`src/rtl/boot_vec_pkg.sv`:
```
package boot_vec_pkg;

  typedef enum logic [2:0] {
    ST_HOLD = 3'd0,
    ST_PC   = 3'd1,
    ST_SP   = 3'd2,
    ST_GO   = 3'd3,
    ST_RUN  = 3'd4
  } seq_state_e;

  typedef enum logic {
    RK_POWER  = 1'b0,
    RK_MANUAL = 1'b1
  } rst_kind_e;

  // byte offset of a vector slot: manual reset uses the second pair of words
  function automatic logic [31:0] vec_offset(rst_kind_e kind, logic sp_slot);
    return {28'd0, kind == RK_MANUAL, sp_slot, 2'b00};
  endfunction

  // power-on wins over manual when both are requested
  function automatic rst_kind_e pick_kind(logic por, logic man);
    if (por) return RK_POWER;
    if (man) return RK_MANUAL;
    return RK_POWER;
  endfunction

endpackage

```
`src/rtl/boot_seq_fsm.sv`:
```
module boot_seq_fsm
  import boot_vec_pkg::*;
#(
  parameter int AW = 32
) (
  input  logic              clk,
  input  logic              rst_n,
  input  logic              por_req,
  input  logic              man_req,
  input  logic              rd_ready,
  output logic              rd_req,
  output logic [AW-1:0]     rd_addr,
  output logic              pc_load,
  output logic              sp_load,
  output logic              boot_start,
  output logic              pc_phase,
  output logic              sp_phase,
  output rst_kind_e         kind
);

  seq_state_e state_q;
  logic       any_req;
  logic       ack;

  assign any_req    = por_req | man_req;
  assign pc_phase   = (state_q == ST_PC);
  assign sp_phase   = (state_q == ST_SP);
  assign rd_req     = pc_phase | sp_phase;
  assign ack        = rd_req & rd_ready;
  assign pc_load    = pc_phase & rd_ready;
  assign sp_load    = sp_phase & rd_ready;
  assign boot_start = (state_q == ST_GO);
  assign rd_addr    = AW'(vec_offset(kind, sp_phase));

  always_ff @(posedge clk or negedge rst_n) begin
    if (!rst_n) begin
      state_q <= ST_PC;
      kind    <= RK_POWER;
    end else if (any_req) begin
      state_q <= ST_HOLD;
      kind    <= pick_kind(por_req, man_req);
    end else begin
      unique case (state_q)
        ST_HOLD: state_q <= ST_PC;
        ST_PC:   if (ack) state_q <= ST_SP;
        ST_SP:   if (ack) state_q <= ST_GO;
        ST_GO:   state_q <= ST_RUN;
        default: state_q <= ST_RUN;
      endcase
    end
  end

endmodule

```
`src/rtl/boot_seq_capture.sv`:
```
module boot_seq_capture #(
  parameter int DW = 32
) (
  input  logic          clk,
  input  logic          rst_n,
  input  logic          pc_load,
  input  logic          sp_load,
  input  logic [DW-1:0] rd_data,
  output logic [DW-1:0] boot_pc,
  output logic [DW-1:0] boot_sp
);

  always_ff @(posedge clk or negedge rst_n) begin
    if (!rst_n) begin
      boot_pc <= '0;
      boot_sp <= '0;
    end else begin
      if (pc_load) boot_pc <= rd_data;
      if (sp_load) boot_sp <= rd_data;
    end
  end

endmodule

```
`src/rtl/boot_ctl_init.sv`:
```
module boot_ctl_init #(
  parameter int          DW      = 32,
  parameter int          BNW     = 4,
  parameter logic [31:0] FP_INIT = 32'h0004_0001
) (
  input  logic           clk,
  input  logic           rst_n,
  input  logic           por_req,
  input  logic           man_req,
  input  logic           fpscr_we,
  input  logic [DW-1:0]  fpscr_wdata,
  output logic [DW-1:0]  vbr,
  output logic [3:0]     sr_imask,
  output logic           bank_ovf,
  output logic [BNW-1:0] bank_num,
  output logic [DW-1:0]  fpscr
);

  localparam logic [DW-1:0] FP_RST = DW'(FP_INIT);

  // values shared by both kinds of reset
  always_ff @(posedge clk or negedge rst_n) begin
    if (!rst_n) begin
      vbr      <= '0;
      sr_imask <= 4'hF;
      bank_ovf <= 1'b0;
      bank_num <= '0;
    end else if (por_req | man_req) begin
      vbr      <= '0;
      sr_imask <= 4'hF;
      bank_ovf <= 1'b0;
      bank_num <= '0;
    end
  end

  // floating-point control: only power-on reset reloads it
  always_ff @(posedge clk or negedge rst_n) begin
    if (!rst_n)        fpscr <= FP_RST;
    else if (por_req)  fpscr <= FP_RST;
    else if (fpscr_we) fpscr <= fpscr_wdata;
  end

endmodule

```
`src/rtl/boot_vector_seq.sv`:
```
module boot_vector_seq
  import boot_vec_pkg::*;
#(
  parameter int          AW      = 32,
  parameter int          DW      = 32,
  parameter int          BNW     = 4,
  parameter logic [31:0] FP_INIT = 32'h0004_0001
) (
  input  logic           clk,
  input  logic           rst_n,
  input  logic           por_req,
  input  logic           man_req,
  output logic           rd_req,
  output logic [AW-1:0]  rd_addr,
  input  logic           rd_ready,
  input  logic [DW-1:0]  rd_data,
  output logic           boot_start,
  output logic [DW-1:0]  boot_pc,
  output logic [DW-1:0]  boot_sp,
  output logic [DW-1:0]  vbr,
  output logic [3:0]     sr_imask,
  output logic           bank_ovf,
  output logic [BNW-1:0] bank_num,
  input  logic           fpscr_we,
  input  logic [DW-1:0]  fpscr_wdata,
  output logic [DW-1:0]  fpscr
);

  // named internal events, used by the bound checker
  logic      pc_load;
  logic      sp_load;
  logic      pc_phase;
  logic      sp_phase;
  rst_kind_e kind;

  boot_seq_fsm #(.AW(AW)) u_fsm (
    .clk        (clk),
    .rst_n      (rst_n),
    .por_req    (por_req),
    .man_req    (man_req),
    .rd_ready   (rd_ready),
    .rd_req     (rd_req),
    .rd_addr    (rd_addr),
    .pc_load    (pc_load),
    .sp_load    (sp_load),
    .boot_start (boot_start),
    .pc_phase   (pc_phase),
    .sp_phase   (sp_phase),
    .kind       (kind)
  );

  boot_seq_capture #(.DW(DW)) u_cap (
    .clk     (clk),
    .rst_n   (rst_n),
    .pc_load (pc_load),
    .sp_load (sp_load),
    .rd_data (rd_data),
    .boot_pc (boot_pc),
    .boot_sp (boot_sp)
  );

  boot_ctl_init #(.DW(DW), .BNW(BNW), .FP_INIT(FP_INIT)) u_ctl (
    .clk         (clk),
    .rst_n       (rst_n),
    .por_req     (por_req),
    .man_req     (man_req),
    .fpscr_we    (fpscr_we),
    .fpscr_wdata (fpscr_wdata),
    .vbr         (vbr),
    .sr_imask    (sr_imask),
    .bank_ovf    (bank_ovf),
    .bank_num    (bank_num),
    .fpscr       (fpscr)
  );

endmodule

```
`config.mk`:
```
export PLATFORM = sky130hd
export DESIGN_NAME = boot_vector_seq
export DESIGN_NICKNAME = d
export VERILOG_FILES = /design/src/rtl/boot_vec_pkg.sv /design/src/rtl/boot_seq_fsm.sv /design/src/rtl/boot_seq_capture.sv /design/src/rtl/boot_ctl_init.sv /design/src/rtl/boot_vector_seq.sv
export SDC_FILE = /design/constraint.sdc
export NUM_CORES = 1
export LEC_CHECK = 0
export ABC_AREA = 1
export BUFFER_PORTS_ARGS = -buffer_cell sky130_fd_sc_hd__buf_2
export CAP_MARGIN = 10
export CELL_PAD_IN_SITES_DETAIL_PLACEMENT = 1
export CELL_PAD_IN_SITES_GLOBAL_PLACEMENT = 1
export CORE_ASPECT_RATIO = 0.6
export CORE_MARGIN = 4
export CORE_UTILIZATION = 30
export CTS_CLUSTER_SIZE = 16
export DETAILED_ROUTE_END_ITERATION = 7
export GPL_TIMING_DRIVEN = 0
export HOLD_SLACK_MARGIN = 0.12
export PLACE_DENSITY_LB_ADDON = 0.2
export SLEW_MARGIN = 20
export SYNTH_ARGS = -nofsm -noshare
export SYNTH_HDL_FRONTEND = slang
export SYNTH_SLANG_ARGS = --single-unit
```
`constraint.sdc`:
```
create_clock -name clk -period 1.3 [get_ports clk]
set_input_delay 0.065 -clock clk [delete_from_list [all_inputs] [get_ports clk]]
set_output_delay 0.065 -clock clk [all_outputs]
set_load 0.03 [all_outputs]
```
# After elaboration in Yosys (flattened, before gate mapping)
# Index checks and enable logic that the tools add are counted.
# op_classes
bitwise	5
order_cmp	0
eq_ne	5
div	0
reduce_logical	3
shifts	0
n_mul	0
muxes	15
addsub	0
# op_table
operator	n
$mux 32	2
$mux 1	9
$mux 3	3
$pmux 3 s3	1
$eq 3x2->1 const B	2
$ne 3x3->1 const B	2
$and 1x1->1	3
$eq 3x1->1 const B	1
$logic_not 3->1	1
$or 1x1->1	2
$reduce_and 2->1	1
$reduce_bool 2->1	1
# totals
output_inout_bits	171
register_bits	100
elab_cells	33
mem_count	0
latchBits	0
in_bits	70
mem_bits_rw	0
mem_bits_ro	0

# Logic depth before layout (Yosys ltp)
# Gate-level depths: netlist of run 1.
# logic_depth
word_depth	6
ltp_mapped	7
depth_no_buf	6

# Cells and area by module
# A second synthesis of run 1 with hierarchy kept.
# hier_totals
hier_cells	521
hier_area_um2	4665.7
# modules_own_cells
mod	n_inst	area_each_um2	cells_each	seq_area_each_um2
boot_seq_capture	1	2534.9	272	1601.5
boot_ctl_init	1	1637.8	183	803.3
boot_seq_fsm	1	493.0	66	101.3

# Worst setup path after synthesis of run 1
# Ideal clock, no wire load.
# synth_path
path_kind	register to register
startpoint	register u_fsm.state_q[0]
endpoint	register u_fsm.state_q[0]
required_time_ps	1224
arrival_ps	1106
n_path_buf	0
setup_ps	76
stages_incl_launch_ff	6
slack_ps	118
synth_period_minus_slack_ps	1182
cell_sequence	dfstp_2 > nand3_2 > nand2_1 > nand3_1 > nand2_1 > nand2_1
# synth_between
elab_chain_cells	5
word_cells_on_any_way	10
cone_classes	eq/ne: 4; mux: 2; bitwise: 2; reduce/logical: 2
# synth_lines
element	line	source
start, declared	boot_seq_fsm.sv:21	seq_state_e state_q;
start signal, assigned	boot_seq_fsm.sv:37	state_q <= ST_PC;
start signal, assigned	boot_seq_fsm.sv:40	state_q <= ST_HOLD;
start signal, assigned	boot_seq_fsm.sv:44	ST_HOLD: state_q <= ST_PC;
$eq 3x1->1 or $eq 3x2->1 (tied branches)	boot_seq_fsm.sv:26, boot_seq_fsm.sv:27	
$or 1x1->1 (*)	boot_seq_fsm.sv:28	assign rd_req = pc_phase | sp_phase;
named net rd_req	boot_vector_seq.sv:13	output logic rd_req,
$and 1x1->1 (*)	boot_seq_fsm.sv:29	assign ack = rd_req & rd_ready;
$ne 3x3->1 (no line)	n/a	
$reduce_and 2->1 (no line) (*)	n/a	
# The timed path passes the listed nets; every way through them passes the cells marked *.
# A chain may end at the register's enable or synchronous reset.

# Worst setup path in the final report of run 1
# layout_path
startpoint	register u_fsm.state_q[0]
endpoint	output port rd_addr[2]
# layout_between
elab_chain_cells	1
# layout_lines
element	line	source
$eq 3x2->1	boot_seq_fsm.sv:27	assign sp_phase = (state_q == ST_SP);
end, declared	boot_vector_seq.sv:14	output logic [AW-1:0] rd_addr,
# Every way passes these cells.

==> results of run 1 <==
flip-flops by register name (all words and copies together), names as in the netlist:
name and cells:
u_cap.boot_pc 32, u_ctl.fpscr 32, u_fsm.kind 1, u_fsm.state_q 3
u_cap.boot_sp 32
cells in the mapped netlist:
master   count  share of area, %
a22o_1      30               5.8
a21oi_1      1              0.11
nor2_1       5              0.42
and2_1       1              0.14
o22a_1       2              0.39
o21ai_1     32               3.6
nand2_4      2              0.50
inv_1       39               3.2
nor2_2       1              0.14
conb_1       2              0.17
buf_2        6              0.67
buf_4       73                12
dfrtp_1     97                54
dfstp_2      3               1.7
nand3_1      2              0.22
buf_6       12               3.0
inv_2        2              0.17
o21ai_2     32               6.2
nand3_2      1              0.22
nand2_2     19               2.6
nand2_1     55               4.6
critical path, delay by kind of cell (launching register included):
kind	cells	cell delay, ns
buffers and inverters	3	0.28
flip-flops	1	0.58
AND/OR/NAND/NOR	2	0.14
kinds of logic after synthesis:
| family | share of synthesized area (%) |
|---|---|
| other | 0.167 |
| buffers and inverters | 19.2 |
| flip-flops | 55.6 |
| AO/OA/AOI/OAI | 16.1 |
| AND/OR/NAND/NOR | 8.86 |
report_power, final:
group	switching (mW)	internal [mW]	total, mW
Clock	1.15	1.35	2.50
Sequential	0.332	3.65	3.98
Combinational	2.27	1.14	3.41
Total	3.75	6.15	9.89
worst max-delay path by stage:
stage	from	endpoint	slack, ns
2_1_floorplan	u_fsm.state_q[0]	u_fsm.state_q[0]	0.12
3_3_place_gp	rst_n	u_cap.boot_pc[13]	-0.89
3_5_place_dp	u_fsm.state_q[0]	u_cap.boot_sp[21]	-0.03
4_1_cts	u_fsm.state_q[0]	rd_addr[2]	-0.12
5_1_grt	u_fsm.state_q[0]	rd_addr[2]	-0.16
6_report	u_fsm.state_q[0]	rd_addr[2]	-0.11
what timing repair did:
item	in CTS	in global routing
hold endpoints to repair	174	0
hold buffers	70	0
resized for setup	20	9
buffers inserted	1	0
endpoints found under the setup margin	32	70
pin swaps	2	1
cloned	0	0
metal layers:
layer / up-vias / wire length (um)
li1: 1844 / -
met2: 128 / 7440
met4: 0 / 188
met5: - / 0
met1: 1857 / 6220
met3: 15 / 950
through the flow:
step                util, %  instance area (um2)  setup TNS, ns  hold slack [ns]
global placement       40.1                 5860         -86.62            0.279
CTS                    47.6                 6940          -1.66            0.252
detailed placement     40.4                 5890         -0.172           0.0588
finish                 47.8                 6970          -1.18            0.264
floorplan                 -                 4760              0           -0.231
global route           47.8                 6970          -5.73            0.310
area by class of cell:
class / instances / area, um2 / area share, %
Sequential cell: 100 / 2510 / 35.9
Timing Repair Buffer: 241 / 1600 / 23.0
Multi-Input combinational cell: 254 / 1430 / 20.4
Buffer: 91 / 761 / 10.9
Clock buffer: 13 / 250 / 3.59
Tap cell: 198 / 248 / 3.55
Inverter: 41 / 159 / 2.28
Clock inverter: 3 / 22.5 / 0.323
==> impl_metrics.tcl, run 1 <==
set metrics [dict create \
    clk_pin_slew_ns 0.07 \
    io_pins 241 \
    timing.rr.end "u_cap.boot_sp[21]" \
    cp_cell_sequence "nor2_4, nand2_2, inv_4, buf_6, buf_6" \
    yosysWarnings 0 \
    gp_congestion 0.738 \
    netlist_area_um2 4510 \
    via_count 3844 \
    grt_pass1_vias 4287 \
    violations "negative setup slack" \
    place_hpwl_um 10400 \
    port_buffers 169 \
    die_w_um 166 \
    viasPerCell 4.09 \
    final.setup.worst_slack_ns -0.110 \
    fin_crit_ns 1.41 \
    initial_core_util_pct 30.9 \
    required_ns 1.24 \
    maxSlewViolCount 0 \
    leakagePower_nw 3.91 \
    r2r_cells 7 \
    crit_type "flip-flop to output port" \
    ys_seq_area_share_pct 55.6 \
    use_met2_pct 30.9 \
    antennaDiodeCount 0 \
    ir_worst_vdd_v 0.000670 \
    final_common_cell "buf_2" \
    final_cell_mix "buf_2, dfrtp_1, buf_4" \
    r2r_setup_slack_ns -0.04 \
    worstPathMaxFanout 3 \
    die_area_um2 17100 \
    crit_path_frequent_cell "buf_6" \
    grt_usage_pct 17.4 \
    maxSlewHeadroom_pct 65.6 \
    core_area_um2 14600 \
    placed_cells 854 \
    cts_tree "yes" \
    cellPowerDensity_nw_per_um2 1420 \
    timing.max_cap.violations 0 \
    numCtsBuffers 9 \
    cts.sink_count 100 \
    ant_nets 0 \
    grt_antenna_before_repair 0 \
    place_ws_ns -0.0304 \
    worst_pin_slew_ns 0.516 \
    layout-drive-gt1-share_pct 46.2 \
    netlist_instances 417 \
    finalCritPeriodShare_pct 108 \
    dr.first_iter.drc_count 151 \
    final_cells 941 \
    htreeDepth 3 \
    setup_viol 64 \
    grt_pass1_wl_um 23600 \
    grt_busiest_layer "met2" \
    holdCritPathClass "primary input to async pin" \
    num_rows 34 \
    startpoint_type "flip-flop" \
    cpPeakStageDelay_ns 0.58 \
    cts_buffer_depth 2 \
    crit_path_end_kind "output port" \
    syn_area_per_cell_um2 10.8 \
    wl_um 14800 \
    ys_ff_latch 100 \
    grt_max_degree 52 \
    crit_arrival_ns 1.34 \
    p_total_mw 9.89 \
    fmaxAchievable_mhz 709 \
    hold_viol_final 0 \
    cts-root-buf "clkbuf_16" \
    area_delta_synth_final_pct 54.8 \
    drtPass1Iterations 4 \
    grt_overflow 0 \
    cp_slowest_cell "dfstp_2" \
    synth_cell_type_count 21 \
    finalNetCount 808 \
    clk_latency_ns 0.33 \
    wire_per_inst_um 15.7 \
    r2r_start "u_fsm.state_q[0]" \
    grt_use_met1_pct 21.3 \
    outcome "complete, but fails checks" \
    clock_skew_ns 0.00505 \
    fillers 1668 \
    grt_setup_unrepaired "true" \
    drc 0 \
    die_h_um 103 \
    grt_use_met3_pct 5.02 \
]
No activity file was read; power rests on OpenSTA's default activity.
==> inputs of run 2 (changes only) <==
- PLACE_DENSITY: unset -> 0.84
- PLACE_DENSITY_LB_ADDON: 0.2 -> unset
==> run 2 against run 1 <==
Net effect:
- die area unchanged
- clock-buffer cell count decreased by 4
- the flow still finishes with violations (negative setup slack)
- non-clock buffer count increased by 6
- cell count increased by 0.74%
- critical path type unchanged
==> impl_metrics.tcl, run 2 (synthesis results as in run 1) <==
set metrics [dict create \
    outcome "complete, but fails checks" \
    violations "negative setup slack" \
    io_pins 241 \
    final_cell_mix "buf_2, dfrtp_1, buf_4" \
    finalNetCount 815 \
    drtPass1Iterations 4 \
    drc 0 \
    dr.first_iter.drc_count 122 \
    maxSlewViolCount 0 \
    die_w_um 166 \
    cellPowerDensity_nw_per_um2 1420 \
    placed_cells 854 \
    grt_usage_pct 18.0 \
    grt_busiest_layer "met2" \
    cts-root-buf "clkbuf_16" \
    holdWs_ns 0.156 \
    final.setup.worst_slack_ns -0.118 \
    grt_use_met1_pct 22.2 \
    clk_pin_slew_ns 0.07 \
    port_buffers 169 \
    htreeDepth 3 \
    p_total_mw 10.0 \
    reg_top3 "u_cap.boot_pc x32, u_cap.boot_sp x32, u_ctl.fpscr x32" \
    fmaxAchievable_mhz 705 \
    crit_path_end_kind "output port" \
    cts_tree "yes" \
    final_common_cell "buf_2" \
    place_hpwl_um 10700 \
    setup_viol 59 \
    core_area_um2 14600 \
    die_area_um2 17100 \
    holdCritPathClass "primary input to async pin" \
    wl_um 15400 \
    timing.max_cap.violations 0 \
    ir_worst_vdd_v 0.000653 \
    clock_skew_ns 0.00780 \
    numCtsBuffers 9 \
    grt_setup_unrepaired "true" \
    wire_per_inst_um 16.2 \
    num_rows 34 \
    layout-drive-gt1-share_pct 46.4 \
    fin_crit_ns 1.42 \
    cts_buffer_depth 2 \
    fillers 1687 \
    grt_use_met3_pct 3.91 \
    crit_arrival_ns 1.35 \
    die_h_um 103 \
    grt_pass1_wl_um 24200 \
    grt_max_degree 75 \
    viasPerCell 4.10 \
    crit_type "flip-flop to output port" \
    final_cells 948 \
    hold_viol_final 0 \
    finalCritPeriodShare_pct 109 \
    place_ws_ns -0.0147 \
    leakagePower_nw 3.97 \
    ant_nets 0 \
    grt_pass1_vias 4313 \
    via_count 3887 \
    cts.sink_count 100 \
    worstPathMaxFanout 3 \
    clk_latency_ns 0.34 \
    antennaDiodeCount 0 \
    grt_overflow 0 \
    gp_congestion 0.725 \
    use_met2_pct 32.9 \
    grt_antenna_before_repair 0 \
    required_ns 1.24 \
    startpoint_type "flip-flop" \
    initial_core_util_pct 30.9 \
    area_delta_synth_final_pct 56.5 \
]
run 2: changes by cell type in the layout (fill, tap and decap cells not counted), moves of 3 or more:
cell        previous run  this run
buf_4                 74        78
clkbuf_1               3         0
clkinvlp_4             3         0
inv_6                  0         4
nand2_1               48        54
nand2_2               26        20
run 2: layout make-up:
type	count	area [um2]	share of cell area (%)
plain buffers	91	742	10.5
clock buffers	9	225	3.19
repair buffers	247	1680	23.8
multi-input cells	255	1430	20.3
clock inverters	7	56.3	0.799
inverters	41	159	2.25
well taps	198	248	3.51
flip-flops and latches	100	2510	35.6
run 2: path summary, 6_finish.rpt:
| kind | from | end | slack, ns | cells after the start |
|---|---|---|---|---|
| max | u_fsm.state_q[0] | rd_addr[2] | -0.12 | 5 |
| min | rst_n | u_cap.boot_pc[14] | 0.16 | 2 |
| max reg2reg | u_fsm.state_q[0] | u_cap.boot_sp[31] | -0.06 | 6 |
| min reg2reg | u_cap.boot_sp[8] | u_cap.boot_sp[8] | 0.48 | 2 |
| max in group asynchronous | rst_n | u_ctl.fpscr[0] | 0.45 | 3 |
| min in group clk | fpscr_wdata[29] | u_ctl.fpscr[29] | 0.47 | 3 |
run 2: metrics by stage:
step,cell area [um2],util (%),setup TNS [ns]
3_5_place_dp,5890,40.4,-0.151
2_1_floorplan,4760,-,0
5_1_grt,7050,48.3,-6.60
3_3_place_gp,5860,40.1,-93.86
4_1_cts,7030,48.2,-3.69
6_report,7050,48.3,-2.31
run 2: layer usage:
layer / routed length [um] / share of wire, % / vias to the layer above
met1: 6430 / 42 / 1901
li1: - / - / 1863
met5: 0 / 0 / -
met3: 579 / 3.8 / 19
met2: 8110 / 53 / 104
met4: 274 / 1.8 / 0
run 2: where the power goes:
part | internal [mW] | switching (mW)
combinational | 1.16 | 2.31
sequential | 3.65 | 0.305
clock | 1.33 | 1.24
total | 6.14 | 3.86
run 2: repair_timing:
action | in CTS | in global routing
buffers inserted | 5 | 1
setup endpoints to repair | 34 | 87
pin swaps | 2 | 3
gates resized for setup | 16 | 6
endpoints found under the hold margin | 199 | 0
gates cloned | 2 | 0
hold buffers | 70 | 0
run 2: worst max-delay path, cell delays in order (launching register included):
cell     delay [ns]
dfstp_2        0.60
nor2_4         0.06
nand2_2        0.08
inv_2          0.06
buf_6          0.11
buf_6          0.12
==> inputs of run 3 (changes only) <==
- PLACE_DENSITY: 0.84 -> 0.85
- SYNTH_HIERARCHICAL: unset -> 1
==> run 3 against run 2 <==
Net effect:
- the flow still finishes with violations (negative setup slack)
- utilization up 2.1 points
- register-to-register slack worse by 0.07 ns
- fmax down 0.76%
- wire length up 9.5%
- global-route usage up 0.75 points
- sequential share of layout area down 2.1 points
- hold slack worse by 0.0036 ns
- highest routed layer unchanged
==> impl_metrics.tcl, run 3 <==
set metrics [dict create \
    p_total_mw 10.4 \
    violations "negative setup slack" \
    r2r_setup_slack_ns -0.13 \
    grt_pass1_wl_um 26700 \
    finalNetCount 920 \
    ir_worst_vdd_v 0.000771 \
    clock_skew_ns 0.00727 \
    fin_crit_ns 1.43 \
    via_count 4378 \
    reg_top3 "u_cap/boot_pc x32, u_cap/boot_sp x32, u_ctl/fpscr x32" \
    htreeDepth 3 \
    holdCritPathClass "primary input to flip-flop" \
    grt_antenna_before_repair 0 \
    crit_arrival_ns 1.65 \
    syn_area_per_cell_um2 8.97 \
    area_delta_synth_final_pct 60.5 \
    p_clk_share_pct 24.7 \
    sequentialPowerShare_pct 39.8 \
    netlist_instances 520 \
    antennaDiodeCount 0 \
    core_area_um2 14800 \
    clk_latency_ns 0.33 \
    maxSlewViolCount 0 \
    ant_nets 0 \
    yosysWarnings 6 \
    fmaxAchievable_mhz 700 \
    cts.sink_count 100 \
    grt_usage_pct 18.7 \
    die_h_um 105 \
    crit_type "flip-flop to flip-flop" \
    setup_viol 65 \
    startpoint_type "flip-flop" \
    die_area_um2 17700 \
    final_cell_mix "nand2_1, buf_2, dfrtp_1" \
    grt_pass1_vias 4887 \
    timing.max_cap.violations 0 \
    hold_viol_final 0 \
    swShare_pct 39.4 \
    wire_per_inst_um 16.0 \
    place_hpwl_um 11400 \
    die_w_um 169 \
    final.setup.worst_slack_ns -0.129 \
    place_ws_ns -0.132 \
    required_ns 1.52 \
    drc 0 \
    numCtsBuffers 9 \
    viasPerCell 4.16 \
    wl_um 16900 \
    grt_max_degree 57 \
    netlist_area_um2 4660 \
    finalCritPeriodShare_pct 110 \
    grt_overflow 0 \
    pwr-share-comb_pct 35.5 \
    cts-root-buf "clkbuf_16" \
    clk_pin_slew_ns 0.07 \
    worstPathMaxFanout 10 \
    power.internal_mw 6.28 \
    drtPass1Iterations 4 \
    num_rows 34 \
    dr.first_iter.drc_count 215 \
    leakagePower_nw 4.26 \
    crit_path_end_kind "flip-flop" \
    switching_power_mw 4.08 \
    gp_congestion 0.745 \
    cellPowerDensity_nw_per_um2 1380 \
    initial_core_util_pct 31.4 \
    cts_buffer_depth 2 \
    cts_tree "yes" \
    io_pins 241 \
    grt_setup_unrepaired "true" \
    final_util_pct 50.4 \
    layout-drive-gt1-share_pct 44.2 \
    final_common_cell "nand2_1" \
    port_buffers 168 \
    outcome "complete, but fails checks" \
]
==> run 3: power by group through the flow <==
| stage | sequential (mW) | combinational (mW) | clock [mW] |
|---|---|---|---|
| after floorplan | 5.23 | 1.05 | 0 |
| after global placement | 4.06 | 3.22 | 0 |
| after detailed placement | 4.09 | 3.30 | 0 |
| after CTS | 4.05 | 3.51 | 2.68 |
| after global routing | 4.20 | 3.95 | 2.80 |
| final | 4.12 | 3.68 | 2.56 |
==> run 3: critical path, stage by stage (launching register included) <==
cell	delay, ns
dfstp_2	0.59
nand3_4	0.12
nor2_4	0.11
buf_8	0.14
inv_8	0.05
buf_8	0.14
nand2_1	0.08
nand2_1	0.07
==> run 3: metal layers <==
metal / wire length (um) / global-route usage [%] / vias to the layer above / part of all wire, %
li1: - / - / 2098 / -
met1: 7030 / 23.8 / 2120 / 42
met2: 8400 / 32.0 / 146 / 50
met3: 1260 / 6.04 / 14 / 7.5
met4: 158 / 2.95 / 0 / 0.94
met5: 0 / 0 / - / 0
==> run 3: metrics by stage <==
stage | hold WS [ns] | setup TNS [ns] | instances | instance area (um2)
after global routing | 0.186 | -9.08 | 1053 | 7480
after global placement | 0.276 | -96.83 | 954 | 6010
after detailed placement | 0.0262 | -6.08 | 955 | 6040
after floorplan | -0.231 | 0 | 588 | 4920
final | 0.152 | -4.72 | 1053 | 7480
after CTS | 0.118 | -4.39 | 1049 | 7150
==> run 3: worst paths after layout <==
check,start,to,cells past startpoint
worst max-delay path,u_fsm/state_q[0],u_cap/boot_pc[27],7
worst min-delay path,por_req,u_fsm/state_q[0],5
worst max register to register,u_fsm/state_q[0],u_cap/boot_pc[27],7
worst min register to register,u_ctl/fpscr[0],u_ctl/fpscr[0],2
max in group asynchronous,rst_n,u_ctl/fpscr[18],3
min in group asynchronous,rst_n,u_cap/boot_sp[24],2
==> run 3: timing repair <==
action | in CTS | in global routing
gates cloned | 0 | 3
endpoints found under the hold margin | 197 | 1
resized for setup | 18 | 72
pin swaps | 5 | 7
setup endpoints to repair | 65 | 71
buffers inserted | 7 | 3
hold buffers | 72 | 1
==> run 3: layout make-up <==
| cell class | instances | area (um2) |
|---|---|---|
| Inverter | 9 | 67.6 |
| Sequential cell | 100 | 2510 |
| Multi-Input combinational cell | 382 | 1790 |
| Fill cell | 1761 | 7360 |
| Buffer | 95 | 825 |
| Tap cell | 198 | 248 |
| Timing Repair Buffer | 253 | 1770 |
| Clock inverter | 5 | 37.5 |
| Clock buffer | 11 | 243 |
